[src/rtl/bus_cmd_pkg.sv]
package bus_cmd_pkg;
  localparam int STAT_W = 2;
  localparam logic [STAT_W-1:0] ST_INTA  = 2'b00;
  localparam logic [STAT_W-1:0] ST_READ  = 2'b01;
  localparam logic [STAT_W-1:0] ST_WRITE = 2'b10;
  localparam logic [STAT_W-1:0] ST_IDLE  = 2'b11;

  typedef enum logic [2:0] {
    K_NONE, K_MRD, K_MWR, K_IORD, K_IOWR, K_INTA
  } kind_t;

  typedef enum logic [1:0] {
    PH_FREE, PH_LATCH, PH_CMD1, PH_CMD2
  } phase_t;

  function automatic kind_t decode_kind(input logic [STAT_W-1:0] st, input logic mem);
    kind_t k;
    k = K_NONE;
    case (st)
      ST_WRITE: k = mem ? K_MWR : K_IOWR;
      ST_READ:  k = mem ? K_MRD : K_IORD;
      ST_INTA:  k = mem ? K_NONE : K_INTA;
      default:  k = K_NONE;
    endcase
    return k;
  endfunction

  function automatic logic is_receive(input kind_t k);
    return (k == K_MRD) || (k == K_IORD) || (k == K_INTA);
  endfunction
endpackage

[src/rtl/bus_cmd_decode.sv]
module bus_cmd_decode
  import bus_cmd_pkg::*;
(
  input  logic [STAT_W-1:0] bus_stat,
  input  logic              mem_sel,
  output kind_t             kind,
  output logic              req_valid
);
  always_comb begin
    kind      = decode_kind(bus_stat, mem_sel);
    req_valid = (kind != K_NONE);
  end
endmodule

[src/rtl/bus_cmd_seq.sv]
module bus_cmd_seq
  import bus_cmd_pkg::*;
(
  input  logic   clk,
  input  logic   rst_n,
  input  kind_t  kind_in,
  input  logic   ready_n,
  output phase_t phase,
  output kind_t  kind_q
);
  always_ff @(posedge clk or negedge rst_n) begin
    if (!rst_n) begin
      phase  <= PH_FREE;
      kind_q <= K_NONE;
    end else begin
      case (phase)
        PH_FREE: begin
          if (kind_in != K_NONE) begin
            phase  <= PH_LATCH;
            kind_q <= kind_in;
          end
        end
        PH_LATCH: phase <= PH_CMD1;
        PH_CMD1:  phase <= PH_CMD2;
        PH_CMD2: begin
          if (ready_n) begin
            phase <= PH_CMD1;
          end else begin
            phase  <= PH_FREE;
            kind_q <= K_NONE;
          end
        end
        default: phase <= PH_FREE;
      endcase
    end
  end
endmodule

[src/rtl/bus_cmd_strobes.sv]
module bus_cmd_strobes
  import bus_cmd_pkg::*;
(
  input  phase_t phase,
  input  kind_t  kind_q,
  output logic   ale,
  output logic   den,
  output logic   dt_r,
  output logic   mem_rd,
  output logic   mem_wr,
  output logic   io_rd,
  output logic   io_wr,
  output logic   int_ack
);
  logic in_cmd;
  logic rx;

  always_comb begin
    in_cmd  = (phase == PH_CMD1) || (phase == PH_CMD2);
    rx      = is_receive(kind_q);
    ale     = (phase == PH_LATCH);
    den     = in_cmd || ((phase == PH_LATCH) && !rx);
    dt_r    = !(rx && (phase != PH_FREE));
    mem_rd  = in_cmd && (kind_q == K_MRD);
    mem_wr  = in_cmd && (kind_q == K_MWR);
    io_rd   = in_cmd && (kind_q == K_IORD);
    io_wr   = in_cmd && (kind_q == K_IOWR);
    int_ack = in_cmd && (kind_q == K_INTA);
  end
endmodule

[src/rtl/bus_cmd_ctrl.sv]
module bus_cmd_ctrl
  import bus_cmd_pkg::*;
(
  input  logic              clk,
  input  logic              rst_n,
  input  logic [STAT_W-1:0] bus_stat,
  input  logic              mem_sel,
  input  logic              ready_n,
  output logic              ale,
  output logic              den,
  output logic              dt_r,
  output logic              mem_rd,
  output logic              mem_wr,
  output logic              io_rd,
  output logic              io_wr,
  output logic              int_ack
);
  kind_t  dec_kind;
  logic   req_valid;
  phase_t phase;
  kind_t  kind_q;

  // named events for the checker
  logic ev_free;
  logic ev_ready_slot;
  assign ev_free       = (phase == PH_FREE);
  assign ev_ready_slot = (phase == PH_CMD2);

  bus_cmd_decode u_decode (
    .bus_stat (bus_stat),
    .mem_sel  (mem_sel),
    .kind     (dec_kind),
    .req_valid(req_valid)
  );

  bus_cmd_seq u_seq (
    .clk    (clk),
    .rst_n  (rst_n),
    .kind_in(dec_kind),
    .ready_n(ready_n),
    .phase  (phase),
    .kind_q (kind_q)
  );

  bus_cmd_strobes u_strobes (
    .phase  (phase),
    .kind_q (kind_q),
    .ale    (ale),
    .den    (den),
    .dt_r   (dt_r),
    .mem_rd (mem_rd),
    .mem_wr (mem_wr),
    .io_rd  (io_rd),
    .io_wr  (io_wr),
    .int_ack(int_ack)
  );
endmodule

[config.mk]
export PLATFORM = sky130hd
export DESIGN_NAME = bus_cmd_ctrl
export DESIGN_NICKNAME = d
export VERILOG_FILES = /design/src/rtl/bus_cmd_pkg.sv /design/src/rtl/bus_cmd_decode.sv /design/src/rtl/bus_cmd_seq.sv /design/src/rtl/bus_cmd_strobes.sv /design/src/rtl/bus_cmd_ctrl.sv
export SDC_FILE = /design/constraint.sdc
export NUM_CORES = 1
export LEC_CHECK = 0
export ABC_AREA = 1
export BUFFER_PORTS_ARGS = -buffer_cell sky130_fd_sc_hd__buf_4
export CORE_AREA = 5 5 42 44
export DETAILED_ROUTE_END_ITERATION = 7
export DIE_AREA = 0 0 47 49
export PLACE_DENSITY_LB_ADDON = 0.15
export SLEW_MARGIN = 10
export SYNTH_ARGS = -nofsm -noshare
export SYNTH_HDL_FRONTEND = slang
export SYNTH_HIERARCHICAL = 1
export SYNTH_SLANG_ARGS = --single-unit
export TNS_END_PERCENT = 20
[constraint.sdc]
create_clock -name clk -period 1.4 [get_ports clk]
set_clock_uncertainty 0.05 [all_clocks]
set_input_delay 0.14 -clock clk [delete_from_list [all_inputs] [get_ports clk]]
set_output_delay 0.14 -clock clk [all_outputs]
set_load 0.01 [all_outputs]
# == Yosys cells after proc, flatten, opt, wreduce, memory -nomap -nowiden ==
# Cells that the tools add are included.
# op_classes
eq_ne,12
mux,10
reduce_logical,19
# ops
op,n
$mux W3,4
$pmux W3 S3,1
$pmux W2 S4,1
$logic_and A1 B1 Y1,7
$eq A2 B2 Y1 const B,3
$eq A3 B2 Y1 const B,2
$eq A3 B3 Y1 const B,2
$mux W2,3
$pmux W3 S2,1
$eq A2 B1 Y1 const B,2
$logic_not A2 Y1,2
$logic_or A1 B1 Y1,4
$ne A2 B2 Y1 const B,2
$reduce_bool A2 Y1,2
$eq A3 B1 Y1 const B,1
$reduce_and A3 Y1,1
$reduce_bool A3 Y1,1
$logic_not A1 Y1,2
# word_totals
regBits,5
inputBits,6
output_inout_bits,8
word_cells,43

# == Longest topological paths before layout ==
# Gate-level depths: netlist of the first run.
# depth
depth_word,6
depth_mapped,8
mapped_depth_nobuf,8

# == Cells and area by module ==
# Netlist of the first run, hierarchy kept.
# by_module_without_submodules
mod,n_inst,cells_each,area_per_inst_um2,seq_area_each_um2
bus_cmd_seq,1,29,232.7,125.1
bus_cmd_strobes,1,20,86.3,0.0
bus_cmd_decode,1,12,50.0,0.0

# == Least setup slack after synthesis of the first run ==
# OpenSTA, ideal clock, no wires.
# synth_timing
kind,register to register
from,register u_seq.phase[1]
to,register u_seq.kind_q[0]
setup_ps,117
t_arrival_ps,830
t_required_ps,1233
setup_slack_ps,403
path_stages_with_launch,7
path_buffers,0
period_less_slack_ps,997
cell_sequence,dfrtp_1 -> nor2_2 -> inv_1 -> nand2_2 -> nand2_2 -> nand2_1 -> nand2_1
# synth_between
elab_chain_cells,3
elab_cells_between_ends,7
classes_between,eq/ne: 3; mux: 1; reduce/logical: 3
# synth_rtl
item,line,rtl
from (decl),bus_cmd_seq.sv:8,"output phase_t phase,"
from (signal assigned),bus_cmd_seq.sv:13,phase <= PH_FREE;
from (signal assigned),bus_cmd_seq.sv:19,phase <= PH_LATCH;
from (signal assigned),bus_cmd_seq.sv:23,PH_LATCH: phase <= PH_CMD1;
$eq A2 B2 Y1 / $logic_not A2 Y1 (equally long branches),bus_cmd_seq.sv:16,case (phase)
$ne A2 B2 Y1 (no line) / $reduce_bool A2 Y1 (equally long branches),--,
$reduce_and A3 Y1 (no line),--,
to (signal assigned),bus_cmd_seq.sv:20,kind_q <= kind_in;
to (decl),bus_cmd_seq.sv:9,output kind_t kind_q
# Parallel ways exist; a longest one is shown, timed or not.
# A chain may end at the register's enable or synchronous reset.

# == Final worst setup path of the first run ==
# layout_timing
from,register u_seq.phase[1]
to,output io_wr
# layout_between
elab_chain_cells,3
elab_cells_between_ends,4
classes_between,eq/ne: 2; reduce/logical: 2
# layout_rtl
item,line,rtl
$eq A2 B2 Y1,bus_cmd_strobes.sv:19,in_cmd = (phase == PH_CMD1) || (phase == PH_CMD2);
$logic_or A1 B1 Y1 *,bus_cmd_strobes.sv:19,
$logic_and A1 B1 Y1 *,bus_cmd_strobes.sv:27,io_wr = in_cmd && (kind_q == K_IOWR);
to (decl),bus_cmd_ctrl.sv:15,"output logic io_wr,"
# Every way passes the cells marked *; elsewhere a longest branch is shown, timed or not.

==> reports/qor.yml, run 1 <==
clock_sink_count: 5
vias: 388
clkLatencyLatePin_ns: 0.24
stdcell_area_sq_um: 512
syn_area_sq_um: 357
timing.final.ws_setup_ns: 0.161
finalSetupViolCount: 0
rows: 14
tritoncts.num_buffers: 3
grt_pass1_vias: 327
endpoint_kind: "output pin"
drt_iter0_drc: 9
r2r-start: "u_seq/phase[1]$_DFFE_PN0P_"
power-per-cell-area_mw_per_mm2: 1790
hold_end: "u_seq/kind_q[0]$_DFFE_PN0P_"
reg2reg_slack_ns: 0.35
whs_ns: 0.157
area_delta_synth_final_pct: 43.5
n_antenna_cell: 0
fin_tns_setup_ns: 0
dieHeight_um: 49
r2r_end: "u_seq/kind_q[0]$_DFFE_PN0P_"
final.min_clock_period_ns: 1.24
worstPathMaxFanout: 8
synth.avg_cell_area_sq_um: 6.15
synthCells: 58
core_sq_mm: 0.00140
layout-drive-gt1-share: 0.303
place_area_sq_um: 474
postCtsSetupRepairBufs: 0
ant_nets: 0
crit_buf_inv: 1
fin_nets: 83
leakage_nw: 0.299
hp-class: "in2reg"
overflow: 0
worst_pin_slew_ns: 0.249
first_pass_iters: 4
r2r_cells: 6
hold_violations: 0
ir_worst_vdd_mv: 0.692
timing.final.crit_share: 0.885
wl_per_cell_um: 8.33
status: "finished clean"
grt_pass1_wl_um: 1280
clk_pin_slew_worst_paths_ns: 0.04
syn_nets: 64
place_ws_ns: 0.331
cts_buffer_depth: 2
drv_cap: 0
hp-start: "bus_stat[1]"
slew_headroom: 0.834
slowest_stage: "dfrtp_2"
start_util: 0.254
report.final.slew_viol_count: 0
crit_chain: "nand2_1 > nor3_1 > buf_4"
io-pin-count: 14
dieArea_sq_mm: 0.00230
drt_wl_total_um: 766
grt_max_degree: 9
io_buffers: 13
track_usage: 0.0785
drc: 0
avgViaCountPerCell: 4.22
fmax_ghz: 0.807
root_buffer: "clkbuf_4"
hpwl_um: 640
max_stage_delay_ns: 0.42
ctsHtreeMaxLevel: 1
finalWeightedCongestion: 0.699
criticalPathCategory: "reg2out"
crit_arrival_ns: 1.05
cpLargestDelayFamily: "flip-flops"
hold_depth: 4
rsz0062_at_grt: "false"
grt_antenna_before_repair: 0
fp.dieW_um: 47
yosysWarnings: 6
worstSetupStartpointType: "flop"
cp.required_ns: 1.21
cts_tree: "built"
==> repair_timing <==
action	4_1_cts	5_1_grt
hold buffers	1	0
resized for setup	0	1
endpoints found under the setup margin	0	1
endpoints found under the hold margin	5	0
==> routing by layer <==
| layer | GRT usage | vias to the layer above | part of all wire |
|---|---|---|---|
| met4 | 0.0138 | 0 | 0 |
| met2 | 0.111 | 13 | 0.48 |
| li1 | - | 208 | - |
| met3 | 0.0664 | 0 | 0.12 |
| met1 | 0.0913 | 167 | 0.40 |
| met5 | 0 | - | 0 |
==> flip-flops by register name (all words and copies together), names as in the netlist <==
register      flops
u_seq/phase       2
u_seq/kind_q      3
==> worst min-delay path, cell delays in order <==
cell,delay (ns)
buf_4,0.09
a21oi_1,0.04
nand3_1,0.08
nand2_1,0.05
==> worst max path at each step <==
stage	depth (start not counted)	end	start	slack, ns
final	3	io_wr	u_seq/phase[1]$_DFFE_PN0P_	0.16
after global placement	6	u_seq/kind_q[1]$_DFFE_PN0P_	u_seq/phase[1]$_DFFE_PN0P_	0.34
after global routing	4	mem_rd	u_seq/kind_q[1]$_DFFE_PN0P_	0.05
after floorplan	6	u_seq/kind_q[0]$_DFFE_PN0P_	u_seq/phase[1]$_DFFE_PN0P_	0.40
after detailed placement	6	u_seq/kind_q[0]$_DFFE_PN0P_	u_seq/phase[1]$_DFFE_PN0P_	0.33
after CTS	3	io_wr	u_seq/phase[1]$_DFFE_PN0P_	0.08
==> report_power, final <==
part           total (W)  internal [W]  leakage [nW]  switching [W]
clock network   0.000165      0.000108        0.0150      0.0000574
registers       0.000312      0.000210        0.0616       0.000102
logic           0.000441      0.000200         0.222       0.000241
total           0.000918      0.000518         0.299       0.000401
==> through the flow <==
| stage | utilization | power (W) | instances |
|---|---|---|---|
| floorplan | - | 0.000581 | 58 |
| global placement | 0.338 | 0.000763 | 87 |
| detailed placement | 0.338 | 0.000759 | 87 |
| CTS | 0.364 | 0.000934 | 92 |
| global route | 0.365 | 0.00103 | 92 |
| finish | 0.365 | 0.000918 | 92 |
==> cell usage in the layout, fill, tap and decap left out, drive strengths merged <==
| cell type | count |
|---|---|
| nor3 | 2 |
| nand2 | 20 |
| clkbuf | 4 |
| nand3 | 8 |
| dlygate4sd3 | 1 |
| a21oi | 1 |
| buf | 13 |
| dfrtp | 5 |
| inv | 15 |
| a21boi | 1 |
| nor2 | 6 |
==> layout make-up <==
class / count / area (sq um)
clock buffers: 4 / 26.3
fillers: 168 / 890
inverters: 15 / 56.3
multi-input cells: 38 / 175
flip-flops and latches: 5 / 126
well taps: 16 / 20.0
repair buffers: 14 / 108
No activity file was read; power rests on OpenSTA's default activity.
==> inputs of run 2 (changes only) <==
- SKIP_LAST_GASP: unset -> 1
- SYNTH_HIERARCHICAL: 1 -> unset
==> run 2 against run 1 <==
  * Sequential share of layout area is 1.3 points lower
  * Sequential cell count stayed put
  * Utilization is 1.7 points higher
  * Critical path depth is 1 higher
  * Combinational power is 23% higher
  * Die area stayed put
  * Routed wire length is 1.8% higher
  * Cell area is 4.6% higher
  * Power is 6.4% higher
  * Largest power group unchanged
  * Highest routed layer unchanged
==> reports/qor.yml, run 2 <==
status: "finished clean"
rsz0062_at_grt: "true"
clk_pin_slew_worst_paths_ns: 0.04
root_buffer: "clkbuf_4"
finalWeightedCongestion: 0.749
grt_antenna_before_repair: 0
io_buffers: 13
ir_worst_vdd_mv: 0.645
largest_reg_flops: 3
drt_wl_total_um: 780
top_usage_layer: "met2"
drc: 0
final.min_clock_period_ns: 1.33
fin_tns_setup_ns: 0
synth_top_area_frac: 0.333
fmax_ghz: 0.752
area_delta_synth_final_pct: 42.7
avgViaCountPerCell: 4.34
syn_nets: 57
grt_pass1_wl_um: 1300
yosysMostFrequentCell: "nand2_1"
clkLatencyLatePin_ns: 0.24
criticalPathCategory: "reg2out"
ys.flop_type: "dfrtp_1"
yosys.area.top_type: "dfrtp_1"
slew_headroom: 0.835
syn_area_sq_um: 375
finalSetupViolCount: 0
grt_util_met1: 0.0978
clock_sink_count: 5
timing.final.crit_share: 0.950
power-per-cell-area_mw_per_mm2: 1830
layout-drive-gt1-share: 0.406
overflow: 0
start_util: 0.268
drv_cap: 0
first_pass_iters: 3
synth_commonest_cells: "13 x nand2_1, 7 x inv_1, 5 x dfrtp_1, 5 x nor2_1, 3 x nor3_1"
core_sq_mm: 0.00140
met2_usage: 0.109
grt_use_met3: 0.0148
p_total_w: 0.000977
cts_tree: "built"
regMostFlops: "u_seq.kind_q"
track_usage: 0.0806
synth-seq-cells: 5
leakage_nw: 0.277
crit_arrival_ns: 1.14
final_core_util: 0.382
cp.required_ns: 1.21
worst_pin_slew_ns: 0.246
postCtsSetupRepairBufs: 0
wl_per_cell_um: 9.18
synthArstFlopShare: 1.00
n_antenna_cell: 0
worstPathMaxFanout: 5
dieArea_sq_mm: 0.00230
fin_nets: 76
synth_cell_types: 18
cts_buffer_depth: 2
synthCells: 51
top_regs: "u_seq.kind_q (3), u_seq.phase (2)"
ys_seq_area_frac: 0.333
hpwl_um: 662
yosysWarnings: 0
synth.avg_cell_area_sq_um: 7.36
drt_iter0_drc: 3
vias: 369
hold_violations: 0
rows: 14
dieHeight_um: 49
ant_nets: 0
grt_pass1_vias: 339
ctsHtreeMaxLevel: 1
report.final.slew_viol_count: 0
tritoncts.num_buffers: 3
worstSetupStartpointType: "flop"
whs_ns: 0.109
endpoint_kind: "output pin"
fp.dieW_um: 47
ys_top_cells_by_area: "dfrtp_1 33%, nand2_1 13%, inv_1 7.0%"
most-common-layout-cells: "13 x nand2_1, 13 x buf_4, 7 x inv_1"
hp-class: "in2reg"
synth-edff-count: 0
grt_max_degree: 6
io-pin-count: 14
[run 2: cell families (layout without fill, tap and decap cells)]
logic type             Yosys count  count (layout)  share of synthesized area
buffers and inverters           10              28                      0.103
and+or+nand+nor                 32              32                      0.480
AOI/OAI and AO/OA                4               4                     0.0833
DFF                              5               5                      0.333
[run 2: worst paths after layout]
kind                                        startpoint  slack, ns                           to  depth (start not counted)
max in group asynchronous                        rst_n       1.01   u_seq.phase[0]$_DFFE_PN0P_                          2
hold reg to reg            u_seq.kind_q[2]$_DFFE_PN0P_       0.45  u_seq.kind_q[2]$_DFFE_PN0P_                          2
setup / recovery           u_seq.kind_q[0]$_DFFE_PN0P_       0.07                          den                          4
hold / removal                                 ready_n       0.11   u_seq.phase[1]$_DFFE_PN0P_                          3
setup reg to reg            u_seq.phase[1]$_DFFE_PN0P_       0.28  u_seq.kind_q[1]$_DFFE_PN0P_                          6
min in group asynchronous                        rst_n       0.19  u_seq.kind_q[1]$_DFFE_PN0P_                          2
[run 2: per-layer routing]
layer / vias up / wire (um)
met2: 12 / 376
met3: 0 / 79
met1: 162 / 324
met5: - / 0
li1: 195 / -
met4: 0 / 0
[run 2: report_power, final]
group | switching (W) | internal, W | leakage, nW | total [W]
Clock | 0.0000548 | 0.000107 | 0.0150 | 0.000162
Combinational | 0.000320 | 0.000221 | 0.200 | 0.000541
Sequential | 0.0000673 | 0.000207 | 0.0621 | 0.000274
Total | 0.000442 | 0.000535 | 0.277 | 0.000977
[run 2: critical path, stage by stage, from the launching register on]
cell,delay [ns]
dfrtp_1,0.41
inv_1,0.08
a21oi_1,0.17
o21ai_0,0.10
buf_4,0.15
[run 2: layout make-up]
| class | instances | area (sq um) |
|---|---|---|
| sequential | 5 | 125 |
| timing repair buffer | 14 | 108 |
| clock buffer | 4 | 26.3 |
| multi-input combinational | 36 | 218 |
| tap | 16 | 20.0 |
| inverter | 10 | 38.8 |
| fill | 156 | 866 |
[run 2: stage by stage]
step	instance area, sq um	instances	worst slack [ns]
5_1_grt	536	85	-0.0572
6_report	536	85	0.0705
3_3_place_gp	493	80	0.270
4_1_cts	529	85	0.0766
2_1_floorplan	375	51	0.343
3_5_place_dp	493	80	0.275
[run 2: repair_timing]
item	in CTS	in global routing
hold endpoints to repair	5	0
gates resized for setup	0	1
setup endpoints to repair	0	5
hold buffers	1	0
==> inputs of run 3 (changes only) <==
- CORE_AREA: 5 5 42 44 -> 10 10 47 49
- DIE_AREA: 0 0 47 49 -> 0 0 57 59
- clock period: 1.4 -> 1.35 ns (I/O delays scaled with it)
==> run 3 against run 2 <==
  * Worst hold slack worse by 0.0086 ns
  * Final cell count grew 7.1%
  * Die area up 46%
  * Worst setup slack got worse by 0.051 ns
  * Highest routed layer is now met4
  * Critical endpoint is now mem_wr
  * Clock power up 7%
  * Critical path type unchanged
  * Power grew 21%
  * Clock-buffer cell count unchanged
  * Cell area rose by 13%
  * Routed wire length is 26% higher
  * Sequential cell count is the same
  * Global-route usage decreased by 1.6 points
==> reports/qor.yml, run 3 (synthesis results as in run 2) <==
area_delta_synth_final_pct: 61.0
final.min_clock_period_ns: 1.33
cts_buffer_depth: 2
top_regs: "u_seq.kind_q (3), u_seq.phase (2)"
overflow: 0
ctsHtreeMaxLevel: 1
grt_util_met1: 0.0626
finalSetupViolCount: 0
grt_pass1_vias: 391
drc: 0
dieArea_sq_mm: 0.00336
first_pass_iters: 3
leakage_nw: 0.308
worstSetupStartpointType: "flop"
dieHeight_um: 59
io_buffers: 13
clk_pin_slew_worst_paths_ns: 0.04
status: "finished clean"
fin_nets: 82
ant_nets: 0
drv_cap: 0
vias: 414
io-pin-count: 14
wl_per_cell_um: 10.8
rsz0062_at_grt: "true"
ir_worst_vdd_mv: 0.569
grt_use_met3: 0.0322
fill_cells: 164
report.final.slew_viol_count: 0
core_sq_mm: 0.00140
whs_ns: 0.100
clock_sink_count: 5
crit_arrival_ns: 1.15
seqCellArea_sq_um: 125
clkLatencyLatePin_ns: 0.24
place_ws_ns: 0.222
slew_headroom: 0.838
power-per-cell-area_mw_per_mm2: 1950
timing.final.ws_setup_ns: 0.0192
root_buffer: "clkbuf_4"
worstPathMaxFanout: 4
top_usage_layer: "met2"
regMostFlops: "u_seq.kind_q"
hpwl_um: 750
hold_violations: 0
grt_max_degree: 6
largest_reg_flops: 3
placedCellCount: 80
grt_antenna_before_repair: 0
multi_input_area_sq_um: 241
fmax_ghz: 0.751
n_antenna_cell: 0
cp.required_ns: 1.16
drt_wl_total_um: 985
layout_commonest_cell: "buf_4"
timing.final.crit_share: 0.986
criticalPathCategory: "reg2out"
drt_iter0_drc: 2
cts_tree: "built"
finalWeightedCongestion: 0.764
fp.dieW_um: 57
grt_pass1_wl_um: 1640
finalNonFillerCells: 91
met2_usage: 0.0899
start_util: 0.268
hp-class: "in2reg"
endpoint_kind: "output pin"
rows: 14
worst_pin_slew_ns: 0.242
avgViaCountPerCell: 4.55
layout-drive-gt1-share: 0.573
tritoncts.num_buffers: 3
most-common-layout-cells: "19 x buf_4, 11 x nand2_1, 5 x nor2_1, 5 x inv_2, 5 x dfrtp_1"
track_usage: 0.0647
-- run 3: repair_timing --
action                                  4_1_cts  5_1_grt
hold endpoints to repair                      5        0
endpoints found under the setup margin        0        6
hold buffers                                  1        0
resized for setup                             0       11
setup buffers                                 0        6
-- run 3: per-layer routing --
| layer | wire (um) | vias up |
|---|---|---|
| met5 | 0 | - |
| met1 | 354 | 188 |
| met4 | 62 | 0 |
| li1 | - | 205 |
| met2 | 486 | 16 |
| met3 | 82 | 5 |
-- run 3: worst paths after layout --
path / from / endpoint / slack (ns) / depth (start not counted)
min in group asynchronous: rst_n / u_seq.kind_q[1]$_DFFE_PN0P_ / 0.19 / 2
worst min register to register: u_seq.phase[0]$_DFFE_PN0P_ / u_seq.phase[0]$_DFFE_PN0P_ / 0.56 / 3
max in group asynchronous: rst_n / u_seq.phase[0]$_DFFE_PN0P_ / 0.95 / 2
worst max-delay path: u_seq.kind_q[1]$_DFFE_PN0P_ / mem_wr / 0.02 / 4
worst max register to register: u_seq.phase[1]$_DFFE_PN0P_ / u_seq.kind_q[2]$_DFFE_PN0P_ / 0.19 / 6
worst min-delay path: ready_n / u_seq.phase[1]$_DFFE_PN0P_ / 0.10 / 3
-- run 3: final cells by class --
class,count,area share
Multi-Input combinational cell,36,0.400
Timing Repair Buffer,20,0.253
Sequential cell,5,0.207
Inverter,10,0.0642
Clock buffer,4,0.0435
Tap cell,16,0.0331
-- run 3: stage by stage --
stage / TNS [ns] / instance area (sq um) / util / total power (W)
floorplan: 0 / 375 / - / 0.000653
global placement: 0 / 493 / 0.352 / 0.000851
detailed placement: 0 / 493 / 0.352 / 0.000846
CTS: 0 / 529 / 0.378 / 0.00103
global route: -0.194 / 604 / 0.431 / 0.00131
finish: 0 / 604 / 0.431 / 0.00118
-- run 3: critical path: stages (launching register included) --
cell and delay [ns]:
dfrtp_1 0.42, inv_2 0.06, buf_4 0.14, nor3_2 0.14, buf_4 0.14
-- run 3: report_power, final --
| part | total (W) | switching [W] | internal (W) |
|---|---|---|---|
| combinational | 0.000713 | 0.000392 | 0.000321 |
| clock | 0.000173 | 0.0000611 | 0.000112 |
| sequential | 0.000295 | 0.0000809 | 0.000214 |
